[config.mk]
export PLATFORM = sky130hd
export DESIGN_NAME = dual_tick_prescaler
export DESIGN_NICKNAME = d
export VERILOG_FILES = /design/src/rtl/tpre_pkg.sv /design/src/rtl/tpre_divider.sv /design/src/rtl/tpre_pin_sync.sv /design/src/rtl/tpre_tick_sel.sv /design/src/rtl/tpre_regs.sv /design/src/rtl/dual_tick_prescaler.sv
export SDC_FILE = /design/constraint.sdc
export NUM_CORES = 1
export LEC_CHECK = 0
export ABC_AREA = 0
export BUFFER_PORTS_ARGS = -buffer_cell sky130_fd_sc_hd__buf_4
export CAP_MARGIN = 20
export CORE_ASPECT_RATIO = 0.75
export CORE_MARGIN = 1.5
export CORE_UTILIZATION = 46
export DETAILED_ROUTE_END_ITERATION = 8
export GPL_ROUTABILITY_DRIVEN = 0
export PLACE_DENSITY_LB_ADDON = 0.25
export SYNTH_ARGS = -nofsm -noshare
export SYNTH_HDL_FRONTEND = slang
export SYNTH_HIERARCHICAL = 1
export SYNTH_SLANG_ARGS = --single-unit
[constraint.sdc]
create_clock -name clk -period 2 [get_ports clk]
set_input_delay 0.1 -clock clk [delete_from_list [all_inputs] [get_ports clk]]
set_output_delay 0.1 -clock clk [all_outputs]
set_load 0.05 [all_outputs]
[src/rtl/tpre_pkg.sv]
package tpre_pkg;

   localparam int unsigned REG_ADDR_W = 2;

   typedef enum logic [REG_ADDR_W-1:0] {
      REG_CAP_SEL  = 2'd0,
      REG_PWM_SEL  = 2'd1,
      REG_PRESCALE = 2'd2,
      REG_SPARE    = 2'd3
   } tpre_reg_e;

   function automatic int unsigned lane_of(input int unsigned bit_idx);
      return bit_idx / 8;
   endfunction

endpackage

[src/rtl/tpre_divider.sv]
module tpre_divider #(
   parameter int unsigned DIV_W = 9,
   parameter int unsigned NTAPS = 7
) (
   input  logic             clk,
   input  logic             rst_n,
   input  logic             freeze_i,
   input  logic             load_i,
   input  logic [DIV_W-1:0] load_val_i,
   output logic [DIV_W-1:0] cnt_o,
   output logic [NTAPS-1:0] tap_rise_o
);

   logic [DIV_W-1:0] cnt_q;
   logic             advance;

   if (NTAPS > DIV_W) begin : g_bad_taps
      $error("tpre_divider: NTAPS exceeds divider width");
   end

   assign advance = !freeze_i && !load_i;

   always_ff @(posedge clk) begin
      if (!rst_n) begin
         cnt_q <= '0;
      end else if (load_i) begin
         cnt_q <= load_val_i;
      end else if (!freeze_i) begin
         cnt_q <= cnt_q + 1'b1;
      end
   end

   // bit k rises on the next increment when it is 0 and all lower bits are 1
   for (genvar k = 0; k < NTAPS; k++) begin : g_tap
      localparam logic [DIV_W-1:0] LOW_MASK = DIV_W'((64'd1 << k) - 64'd1);
      assign tap_rise_o[k] = advance && !cnt_q[k] && ((cnt_q & LOW_MASK) == LOW_MASK);
   end

   assign cnt_o = cnt_q;

   AST_FREEZE_HOLD: assert property (@(posedge clk) disable iff (!rst_n)
      (freeze_i && !load_i) |=> $stable(cnt_q));

   AST_DIV_WRAP: assert property (@(posedge clk) disable iff (!rst_n)
      (!freeze_i && !load_i && (&cnt_q)) |=> (cnt_q == '0));

endmodule

[src/rtl/tpre_pin_sync.sv]
module tpre_pin_sync #(
   parameter int unsigned STAGES = 2
) (
   input  logic clk,
   input  logic rst_n,
   input  logic pin_i,
   output logic rise_o
);

   logic [STAGES-1:0] st_q;
   logic              prev_q;

   if (STAGES < 2) begin : g_bad_stages
      $error("tpre_pin_sync: at least two synchronizer stages required");
   end

   always_ff @(posedge clk) begin
      if (!rst_n) begin
         st_q   <= '0;
         prev_q <= 1'b0;
      end else begin
         st_q   <= {st_q[STAGES-2:0], pin_i};
         prev_q <= st_q[STAGES-1];
      end
   end

   assign rise_o = st_q[STAGES-1] && !prev_q;

   AST_PIN_SINGLE: assert property (@(posedge clk) disable iff (!rst_n)
      rise_o |=> !rise_o);

endmodule

[src/rtl/tpre_tick_sel.sv]
module tpre_tick_sel #(
   parameter int unsigned SEL_W = 3,
   parameter int unsigned NTAPS = 7
) (
   input  logic             clk,
   input  logic             rst_n,
   input  logic             freeze_i,
   input  logic [SEL_W-1:0] sel_i,
   input  logic [NTAPS-1:0] tap_rise_i,
   input  logic             pin_rise_i,
   output logic             tick_o
);

   localparam int unsigned NSRC = 2 ** SEL_W;
   localparam logic [SEL_W-1:0] EXT_CODE = SEL_W'(NSRC - 1);

   logic [NSRC-1:0] src;
   logic            tick_q;

   if (NTAPS != NSRC - 1) begin : g_bad_sel
      $error("tpre_tick_sel: NTAPS must be 2**SEL_W - 1");
   end

   assign src = {pin_rise_i, tap_rise_i};

   always_ff @(posedge clk) begin
      if (!rst_n) tick_q <= 1'b0;
      else        tick_q <= src[sel_i];
   end

   assign tick_o = tick_q;

   AST_FROZEN_QUIET: assert property (@(posedge clk) disable iff (!rst_n)
      (freeze_i && sel_i != EXT_CODE) |=> !tick_o);

endmodule

[src/rtl/tpre_regs.sv]
module tpre_regs
   import tpre_pkg::*;
#(
   parameter int unsigned DATA_W  = 16,
   parameter int unsigned DIV_W   = 9,
   parameter int unsigned SEL_W   = 3,
   parameter int unsigned CAP_RST = 1,
   parameter int unsigned PWM_RST = 0
) (
   input  logic                  clk,
   input  logic                  rst_n,
   input  logic                  freeze_i,
   input  logic                  test_i,
   input  logic [REG_ADDR_W-1:0] bus_addr_i,
   input  logic                  bus_rd_i,
   input  logic                  bus_wr_i,
   input  logic [DATA_W/8-1:0]   bus_be_i,
   input  logic [DATA_W-1:0]     bus_wdata_i,
   output logic [DATA_W-1:0]     bus_rdata_o,
   input  logic [DIV_W-1:0]      cnt_i,
   output logic [SEL_W-1:0]      cap_sel_o,
   output logic [SEL_W-1:0]      pwm_sel_o,
   output logic                  load_o,
   output logic [DIV_W-1:0]      load_val_o
);

   localparam int unsigned LANES = DATA_W / 8;

   if (DIV_W > DATA_W || SEL_W > 8 || DATA_W % 8 != 0) begin : g_bad_widths
      $error("tpre_regs: field widths do not fit the data path");
   end

   tpre_reg_e        reg_sel;
   logic             wr_cap, wr_pwm, cap_open;
   logic             cap_lock_q;
   logic [SEL_W-1:0] cap_sel_q, pwm_sel_q;
   logic             unused_wdata;

   assign reg_sel  = tpre_reg_e'(bus_addr_i);
   assign wr_cap   = bus_wr_i && (reg_sel == REG_CAP_SEL) && bus_be_i[0];
   assign wr_pwm   = bus_wr_i && (reg_sel == REG_PWM_SEL) && bus_be_i[0];
   assign cap_open = !cap_lock_q || test_i || freeze_i;
   assign load_o   = bus_wr_i && (reg_sel == REG_PRESCALE) && freeze_i && (|bus_be_i);
   assign unused_wdata = ^bus_wdata_i;

   always_ff @(posedge clk) begin
      if (!rst_n) begin
         cap_sel_q  <= SEL_W'(CAP_RST);
         pwm_sel_q  <= SEL_W'(PWM_RST);
         cap_lock_q <= 1'b0;
      end else begin
         if (wr_cap && cap_open) begin
            cap_sel_q  <= bus_wdata_i[SEL_W-1:0];
            cap_lock_q <= 1'b1;
         end
         if (wr_pwm) begin
            pwm_sel_q <= bus_wdata_i[SEL_W-1:0];
         end
      end
   end

   for (genvar b = 0; b < DIV_W; b++) begin : g_lane
      localparam int unsigned LANE = lane_of(b);
      if (LANE < LANES) begin : g_in
         assign load_val_o[b] = bus_be_i[LANE] ? bus_wdata_i[b] : cnt_i[b];
      end else begin : g_out
         assign load_val_o[b] = cnt_i[b];
      end
   end

   always_comb begin
      bus_rdata_o = '0;
      if (bus_rd_i) begin
         unique case (reg_sel)
            REG_CAP_SEL:  bus_rdata_o[SEL_W-1:0] = cap_sel_q;
            REG_PWM_SEL:  bus_rdata_o[SEL_W-1:0] = pwm_sel_q;
            REG_PRESCALE: bus_rdata_o[DIV_W-1:0] = cnt_i;
            default:      bus_rdata_o = '0;
         endcase
      end
   end

   assign cap_sel_o = cap_sel_q;
   assign pwm_sel_o = pwm_sel_q;

   AST_CAP_LOCKED: assert property (@(posedge clk) disable iff (!rst_n)
      (cap_lock_q && !test_i && !freeze_i) |=> $stable(cap_sel_q));

   AST_PWM_TAKES: assert property (@(posedge clk) disable iff (!rst_n)
      wr_pwm |=> (pwm_sel_q == $past(bus_wdata_i[SEL_W-1:0])));

   AST_RD_UPPER_ZERO: assert property (@(posedge clk) disable iff (!rst_n)
      ((bus_rdata_o >> DIV_W) == '0));

   AST_IDLE_READ_ZERO: assert property (@(posedge clk) disable iff (!rst_n)
      !bus_rd_i |-> (bus_rdata_o == '0));

endmodule

[src/rtl/dual_tick_prescaler.sv]
module dual_tick_prescaler
   import tpre_pkg::*;
#(
   parameter int unsigned DATA_W      = 16,
   parameter int unsigned DIV_W       = 9,
   parameter int unsigned SEL_W       = 3,
   parameter int unsigned SYNC_STAGES = 2,
   parameter int unsigned CAP_RST_SEL = 1,
   parameter int unsigned PWM_RST_SEL = 0
) (
   input  logic                  clk,
   input  logic                  rst_n,
   input  logic                  freeze_i,
   input  logic                  test_i,
   input  logic                  ext_clk_i,
   input  logic [REG_ADDR_W-1:0] bus_addr_i,
   input  logic                  bus_rd_i,
   input  logic                  bus_wr_i,
   input  logic [DATA_W/8-1:0]   bus_be_i,
   input  logic [DATA_W-1:0]     bus_wdata_i,
   output logic [DATA_W-1:0]     bus_rdata_o,
   output logic                  cap_tick_o,
   output logic                  pwm_tick_o
);

   localparam int unsigned NTAPS = (2 ** SEL_W) - 1;
   localparam int unsigned NCHAN = 2;

   logic [DIV_W-1:0] cnt;
   logic [DIV_W-1:0] load_val;
   logic             load;
   logic [NTAPS-1:0] tap_rise;
   logic             pin_rise;
   logic [SEL_W-1:0] chan_sel  [NCHAN];
   logic [NCHAN-1:0] chan_tick;

   tpre_regs #(
      .DATA_W  (DATA_W),
      .DIV_W   (DIV_W),
      .SEL_W   (SEL_W),
      .CAP_RST (CAP_RST_SEL),
      .PWM_RST (PWM_RST_SEL)
   ) u_regs (
      .clk         (clk),
      .rst_n       (rst_n),
      .freeze_i    (freeze_i),
      .test_i      (test_i),
      .bus_addr_i  (bus_addr_i),
      .bus_rd_i    (bus_rd_i),
      .bus_wr_i    (bus_wr_i),
      .bus_be_i    (bus_be_i),
      .bus_wdata_i (bus_wdata_i),
      .bus_rdata_o (bus_rdata_o),
      .cnt_i       (cnt),
      .cap_sel_o   (chan_sel[0]),
      .pwm_sel_o   (chan_sel[1]),
      .load_o      (load),
      .load_val_o  (load_val)
   );

   tpre_divider #(
      .DIV_W (DIV_W),
      .NTAPS (NTAPS)
   ) u_div (
      .clk        (clk),
      .rst_n      (rst_n),
      .freeze_i   (freeze_i),
      .load_i     (load),
      .load_val_i (load_val),
      .cnt_o      (cnt),
      .tap_rise_o (tap_rise)
   );

   tpre_pin_sync #(
      .STAGES (SYNC_STAGES)
   ) u_pin (
      .clk    (clk),
      .rst_n  (rst_n),
      .pin_i  (ext_clk_i),
      .rise_o (pin_rise)
   );

   for (genvar c = 0; c < NCHAN; c++) begin : g_chan
      tpre_tick_sel #(
         .SEL_W (SEL_W),
         .NTAPS (NTAPS)
      ) u_sel (
         .clk        (clk),
         .rst_n      (rst_n),
         .freeze_i   (freeze_i),
         .sel_i      (chan_sel[c]),
         .tap_rise_i (tap_rise),
         .pin_rise_i (pin_rise),
         .tick_o     (chan_tick[c])
      );
   end

   assign cap_tick_o = chan_tick[0];
   assign pwm_tick_o = chan_tick[1];

   AST_RESET_QUIET: assert property (@(posedge clk)
      !rst_n |=> (!cap_tick_o && !pwm_tick_o));

endmodule

==> results of run 1 <==
-- cells by family (layout without fill, tap and decap cells) --
| logic type | count (synthesis) | in the layout | synth area share [%] |
|---|---|---|---|
| AND/OR/NAND/NOR | 68 | 68 | 26.51 |
| other | 1 | 7 | 0.2483 |
| adder cells (fa/ha/maj) | 3 | 3 | 2.486 |
| flip-flops | 21 | 21 | 27.84 |
| XOR/XNOR | 2 | 2 | 1.160 |
| multiplexers | 27 | 27 | 20.96 |
| buffers and inverters | 19 | 41 | 6.876 |
| AO/OA/AOI/OAI | 26 | 26 | 13.92 |
-- cell type report --
class	instances	area (um2)	share of cell area [%]
inverter	4	15.01	0.8409
clock inverter	1	5.005	0.2803
clock buffer	3	41.29	2.313
sequential	21	420.4	23.55
timing repair buffer	33	247.7	13.88
tap	38	47.55	2.663
multi-input combinational	133	1008	56.48
-- how the worst max path moves through the flow --
stage | startpoint | to | slack [ns] | cells past startpoint
after floorplan | bus_addr_i[0] | g_chan[1].u_sel/tick_o | 0.16 | 9
after global placement | u_div/cnt_o[0] | g_chan[1].u_sel/tick_o | 0.21 | 8
after detailed placement | u_div/cnt_o[0] | g_chan[0].u_sel/tick_o | 0.15 | 8
after CTS | u_div/cnt_o[0] | g_chan[1].u_sel/tick_o | 0.13 | 8
after global routing | u_div/cnt_o[0] | g_chan[1].u_sel/tick_o | 0.05 | 8
final | u_div/cnt_o[0] | g_chan[1].u_sel/tick_o | 0.12 | 8
-- per-stage QoR --
step | setup slack [ns] | total power [mW] | cell area [um2] | hold slack [ns]
4_1_cts | 0.1281 | 0.9613 | 1785 | 0.03279
2_1_floorplan | 0.1630 | 0.6151 | 1533 | 0.2217
5_1_grt | 0.05457 | 0.9981 | 1785 | 0.03142
6_report | 0.1176 | 0.9512 | 1785 | 0.03769
3_3_place_gp | 0.2052 | 0.6664 | 1739 | 0.3110
3_5_place_dp | 0.1484 | 0.6748 | 1739 | 0.3146
-- layer usage --
| metal | vias up | GRT usage (%) |
|---|---|---|
| met4 | 0 | 4.902 |
| met3 | 2 | 5.769 |
| li1 | 647 | - |
| met1 | 599 | 23.56 |
| met2 | 38 | 34.29 |
| met5 | - | 0 |
-- layout by cell type (no fill, tap or decap), types with 3 or more instances in the layout --
master	Yosys	routed
nand2b_1	3	3
nand4b_1	3	3
nor2_1	7	7
mux2i_1	14	14
o31ai_1	3	3
nor3_1	3	3
nor4_1	3	3
o21ai_0	8	8
nor3b_1	4	4
buf_4	7	33
conb_1	1	7
nor2b_1	6	6
inv_1	4	4
o2bb2ai_1	3	3
dfxtp_1	21	21
clkbuf_8	0	3
and2_1	16	16
mux2_2	11	11
nand2_1	15	15
ha_1	3	3
-- power groups by stage --
| stage | registers (mW) | clock network, mW | logic, mW |
|---|---|---|---|
| after floorplan | 0.469 | 0 | 0.146 |
| after global placement | 0.458 | 0 | 0.208 |
| after detailed placement | 0.459 | 0 | 0.216 |
| after CTS | 0.449 | 0.296 | 0.216 |
| after global routing | 0.451 | 0.314 | 0.233 |
| final | 0.449 | 0.286 | 0.216 |
-- critical path, stage by stage, from the launching register on --
cell and delay [ns]:
dfxtp_1 0.32, ha_1 0.24, nand3_4 0.13, inv_1 0.05
ha_1 0.18, nor3b_1 0.14, mux4_1 0.51, nor2_1 0.12
a311oi_1 0.06
-- registers in the layout (all words and copies together), names as in the netlist --
| register | cells |
|---|---|
| u_pin/st_q | 2 |
| u_div/cnt_o | 9 |
| u_pin/prev_q | 1 |
| u_regs/cap_sel_o | 3 |
| u_regs/cap_lock_q | 1 |
| g_chan.u_sel/tick_o | 2 |
| u_regs/pwm_sel_o | 3 |
==> flow_metrics.env, run 1 <==
export IMPL_status="completed"
export IMPL_crit_type="reg2reg"
export IMPL_drt_vias_per_instance=5.519
export IMPL_top_layer="met4"
export IMPL_synth_edff_count=0
export IMPL_fp_coreArea_um2=3042
export IMPL_fin_crit_ns=1.882
export IMPL_start_kind="flop"
export IMPL_wl_per_cell_um=14.92
export IMPL_wl_met1_um=1586
export IMPL_ys_ff_latch=21
export IMPL_crit_fanout=7
export IMPL_antenna_found_initial=0
export IMPL_io_pins=45
export IMPL_die_y_um=52.62
export IMPL_end_kind="flop"
export IMPL_cts_hold_buf=0
export IMPL_fillers=278
export IMPL_ant_nets=0
export IMPL_clkPwrFrac_pct=30.0
export IMPL_min_from="ext_clk_i"
export IMPL_power_ir_vdd_worst_mv=0.3640
export IMPL_maxSlewViolCount=0
export IMPL_cts_tree="yes"
export IMPL_p_leak_nw=0.7728
export IMPL_p_comb_share_pct=22.7
export IMPL_grt_pass1_wl_um=5499
export IMPL_io_buffers=30
export IMPL_ys_async_sr_fraction_pct=0
export IMPL_whs_path_depth=2
export IMPL_power_density_nw_per_um2=532.8
export IMPL_hold_viol=0
export IMPL_grt_pass1_vias=1210
export IMPL_p_sw_mw=0.2872
export IMPL_clock_sinks=21
export IMPL_wl_um=3476
export IMPL_grt_util_all_layers_pct=19.46
export IMPL_r2r_setup_slack_ns=0.12
export IMPL_final_cells=233
export IMPL_fin_skew_ns=0.001046
export IMPL_dp_hpwl_um=2521
export IMPL_drive_above_1_share_pct=26.67
export IMPL_holdPathEnd="u_pin/st_q[0]"
export IMPL_fin_nets=226
export IMPL_cts_buffers=3
export IMPL_dp_cells=229
export IMPL_row_count=17
export IMPL_dieArea_um2=3639
export IMPL_power_internal_mw=0.6640
export IMPL_yosysMostFrequentCell="dfxtp_1"
export IMPL_die_x_um=69.16
export IMPL_utilization_pct=58.70
export IMPL_grt_setup_unrepaired="false"
export IMPL_cp_data_required_time_ns=2.14
export IMPL_r2r_cells=8
export IMPL_cts_path_max_buffers=2
export IMPL_syn_inst=167
export IMPL_yosys_warnings=6
export IMPL_htreeDepth=1
export IMPL_r2r_start="u_div/cnt_o[0]"
export IMPL_dr_wl_met3_um=227
export IMPL_synth_top_cells_by_count="dfxtp_1, and2_1, nand2_1, mux2i_1, mux2_2"
export IMPL_root_buffer="clkbuf_8"
export IMPL_yosysSeqAreaShare_pct=27.84
export IMPL_avgSynthCellArea_um2=9.043
export IMPL_clk_latency_ns=0.26
export IMPL_grt_remaining_overflow=0
export IMPL_synth_top_area_cell="dfxtp_1"
export IMPL_clkTransAtPathRegs_ns=0.08
export IMPL_first_pass_iters=4
export IMPL_synth_top_area_share_pct=27.84
export IMPL_syn_to_final_growth_pct=18.23
export IMPL_hp_class="in2reg"
export IMPL_switching_share_pct=30.19
export IMPL_grt_max_degree=29
export IMPL_power_share_sequential_pct=47.2
export IMPL_rr_endpoint="g_chan[1].u_sel/tick_o"
export IMPL_yosys_top_cells_area="dfxtp_1, mux2i_1, mux2_2, and2_1, nand2_1"
export IMPL_synth_cell_types=40
export IMPL_cts_setup_buffers=0
export IMPL_drc=0
export IMPL_fin_tns_setup_ns=0
export IMPL_finalSetupViolCount=0
export IMPL_start_util_pct=49.65
export IMPL_ys_flop_type="dfxtp_1"
export IMPL_wl_met2_um=1635
export IMPL_drv_cap=0
export IMPL_num_vias=1286
export IMPL_drt_iter0_drc=72
export IMPL_cp_arrival_ns=2.03
export IMPL_synth_area_um2=1510
export IMPL_cts_resized=0
export IMPL_antennaDiodeCount=0
export IMPL_fmax_mhz=531.2
export IMPL_finalCritPeriodShare_pct=94.12
Power figures use the tool's default switching activity.
==> run 2: changes to the inputs <==
--- a/config.mk
+++ b/config.mk
@@ -16,5 +16,4 @@
 export PLACE_DENSITY_LB_ADDON = 0.25
 export SYNTH_ARGS = -nofsm -noshare
 export SYNTH_HDL_FRONTEND = slang
-export SYNTH_HIERARCHICAL = 1
 export SYNTH_SLANG_ARGS = --single-unit
==> flow_metrics.env, run 2 <==
export IMPL_crit_fanout=9
export IMPL_r2r_start="u_div.cnt_o[1]"
export IMPL_start_util_pct=48.37
export IMPL_hold_viol=0
export IMPL_root_buffer="clkbuf_8"
export IMPL_maxSlewViolCount=0
export IMPL_grt_max_degree=13
export IMPL_synth_cell_types=46
export IMPL_cts_tree="yes"
export IMPL_synth_top_cells_by_count="dfxtp_1, nor2_1, nand2_1, mux2i_1, a21oi_1"
export IMPL_htreeDepth=1
export IMPL_yosys_top_cells_area="dfxtp_1, mux2i_1, and2_1, buf_4, nor2_1"
export IMPL_finalSetupViolCount=0
export IMPL_cts_setup_buffers=0
export IMPL_fin_tns_setup_ns=0
export IMPL_fin_crit_ns=1.763
export IMPL_die_y_um=51.29
export IMPL_antennaDiodeCount=0
export IMPL_switching_share_pct=31.05
export IMPL_cts_resized=0
export IMPL_grt_util_all_layers_pct=21.88
export IMPL_hp_class="in2reg"
export IMPL_crit_slowest_cell="dfxtp_1"
export IMPL_dp_hpwl_um=2717
export IMPL_start_kind="flop"
export IMPL_cts_buffers=3
export IMPL_multiInputGateArea_um2=895.9
export IMPL_cp_data_required_time_ns=2.17
export IMPL_drt_iter0_drc=112
export IMPL_utilization_pct=56.58
export IMPL_clkTransAtPathRegs_ns=0.09
export IMPL_status="completed"
export IMPL_p_leak_nw=0.7091
export IMPL_whs_path_depth=2
export IMPL_fmax_mhz=567.1
export IMPL_r2r_setup_slack_ns=0.24
export IMPL_io_pins=45
export IMPL_synth_edff_count=0
export IMPL_dieArea_um2=3456
export IMPL_cpPeakStageDelay_ns=0.49
export IMPL_row_count=17
export IMPL_drv_cap=0
export IMPL_hold_ws_ns=0.03587
export IMPL_drt_vias_per_instance=5.796
export IMPL_yosysMostFrequentCell="dfxtp_1"
export IMPL_fillers=272
export IMPL_ys_async_sr_fraction_pct=0
export IMPL_first_pass_iters=5
export IMPL_clk_latency_ns=0.27
export IMPL_fp_coreArea_um2=2957
export IMPL_syn_inst=178
export IMPL_grt_setup_unrepaired="false"
export IMPL_fin_skew_ns=0.006538
export IMPL_r2r_cells=5
export IMPL_fin_nets=232
export IMPL_end_kind="flop"
export IMPL_cts_path_max_buffers=2
export IMPL_antenna_found_initial=0
export IMPL_cp_buffers_inverters=0
export IMPL_min_from="ext_clk_i"
export IMPL_synth_top_area_share_pct=29.40
export IMPL_finalCritPeriodShare_pct=88.17
export IMPL_seqCellArea_um2=420.4
export IMPL_power_density_nw_per_um2=556.7
export IMPL_cpLargestDelayFamily="simple AND/OR/NAND/NOR gates"
export IMPL_crit_path_cell_trace="ha_1 > nand3_1 > or3_1 > o311ai_1 > nor2_1"
export IMPL_cp_arrival_ns=1.93
export IMPL_wl_um=3542
export IMPL_ant_nets=0
export IMPL_synth_area_um2=1430
export IMPL_wl_per_cell_um=14.76
export IMPL_largest_reg_flops=9
export IMPL_syn_to_final_growth_pct=16.97
export IMPL_power_ir_vdd_worst_mv=0.3775
export IMPL_p_comb_share_pct=20.0
export IMPL_power_share_sequential_pct=48.5
export IMPL_clkPwrFrac_pct=31.5
export IMPL_avgSynthCellArea_um2=8.034
export IMPL_power_internal_mw=0.6420
export IMPL_grt_remaining_overflow=0
export IMPL_clock_sinks=21
export IMPL_io_buffers=30
export IMPL_grt_pass1_vias=1157
export IMPL_ys_flop_type="dfxtp_1"
export IMPL_synth_top_area_cell="dfxtp_1"
export IMPL_grt_pass1_wl_um=5637
export IMPL_yosys_warnings=0
export IMPL_crit_type="reg2reg"
export IMPL_ys_ff_latch=21
export IMPL_die_x_um=67.39
export IMPL_holdPathEnd="u_pin.st_q[0]"
export IMPL_yosysSeqAreaShare_pct=29.40
export IMPL_drc=0
export IMPL_drive_above_1_share_pct=21.78
export IMPL_cts_hold_buf=0
export IMPL_layout_commonest_cell="buf_4"
export IMPL_rr_endpoint="u_div.cnt_o[8]"
export IMPL_p_sw_mw=0.2892
export IMPL_layout_common_cells="buf_4, dfxtp_1, nor2_1"
export IMPL_num_vias=1391
## run 2: changes by cell type after synthesis, sizes merged, moves of 4 or more
| cell | change |
|---|---|
| o21ai | +6 |
| nor2 | +10 |
| and2 | -5 |
| mux2 | -11 |
| nand3b | +7 |
| nor3b | -4 |
| nor2b | -5 |
| a21oi | +11 |
## run 2: final cells by class
type / instances / share of cell area [%]
clock inverter: 1 / 0.2992
multi-input combinational: 139 / 53.55
inverter: 6 / 1.346
clock buffer: 3 / 2.468
timing repair buffer: 32 / 14.36
sequential: 21 / 25.13
tap: 38 / 2.842
## run 2: how the worst max path moves through the flow
stage,from,end,slack (ns),cells after the start
final,u_div.cnt_o[1],u_div.cnt_o[8],0.24,5
after global routing,u_div.cnt_o[1],u_div.cnt_o[8],0.14,5
after CTS,u_div.cnt_o[1],u_div.cnt_o[8],0.24,5
after detailed placement,u_div.cnt_o[1],u_div.cnt_o[8],0.26,5
after global placement,u_div.cnt_o[1],u_div.cnt_o[8],0.30,5
after floorplan,u_div.cnt_o[6],bus_rdata_o[6],0.40,2
## run 2: cell families (layout without fill, tap and decap cells)
logic type / count (synthesis) / count (layout) / share of synthesized area [%]
simple gates: 74 / 74 / 29.75
compound gates: 43 / 43 / 20.21
buf+inv: 24 / 42 / 9.536
flops: 21 / 21 / 29.40
mux: 13 / 13 / 9.099
fa+ha+maj: 2 / 2 / 1.750
other cells: 1 / 7 / 0.2622
## run 2: power by group through the flow
stage,clock (mW),sequential [mW],combinational (mW)
2_1_floorplan,0,0.460,0.135
5_1_grt,0.314,0.454,0.202
3_3_place_gp,0,0.460,0.182
6_report,0.294,0.451,0.186
3_5_place_dp,0,0.461,0.186
4_1_cts,0.301,0.451,0.186
## run 2: stage by stage
step / instance area, um2 / instances / worst slack [ns] / power (mW)
after floorplan: 1453 / 184 / 0.4045 / 0.5944
after global placement: 1627 / 236 / 0.3037 / 0.6416
after detailed placement: 1627 / 236 / 0.2647 / 0.6464
after CTS: 1673 / 240 / 0.2359 / 0.9378
after global routing: 1673 / 240 / 0.1382 / 0.9699
final: 1673 / 240 / 0.2365 / 0.9312
## run 2: layer usage
layer  global-route usage, %  vias up  routed length, um
li1                        -      681                  -
met1                   31.09      639               1679
met2                   31.52       65               1494
met3                   5.507        6                318
met4                   8.163        0                 50
met5                       0        -                  0
## run 2: worst reg2reg max path, delay by kind of cell (launching register included)
family                     cells  cell delay [ns]
and+or+nand+nor                3             0.58
DFF                            1             0.49
adders and majority gates      1             0.31
AOI/OAI and AO/OA              1             0.29
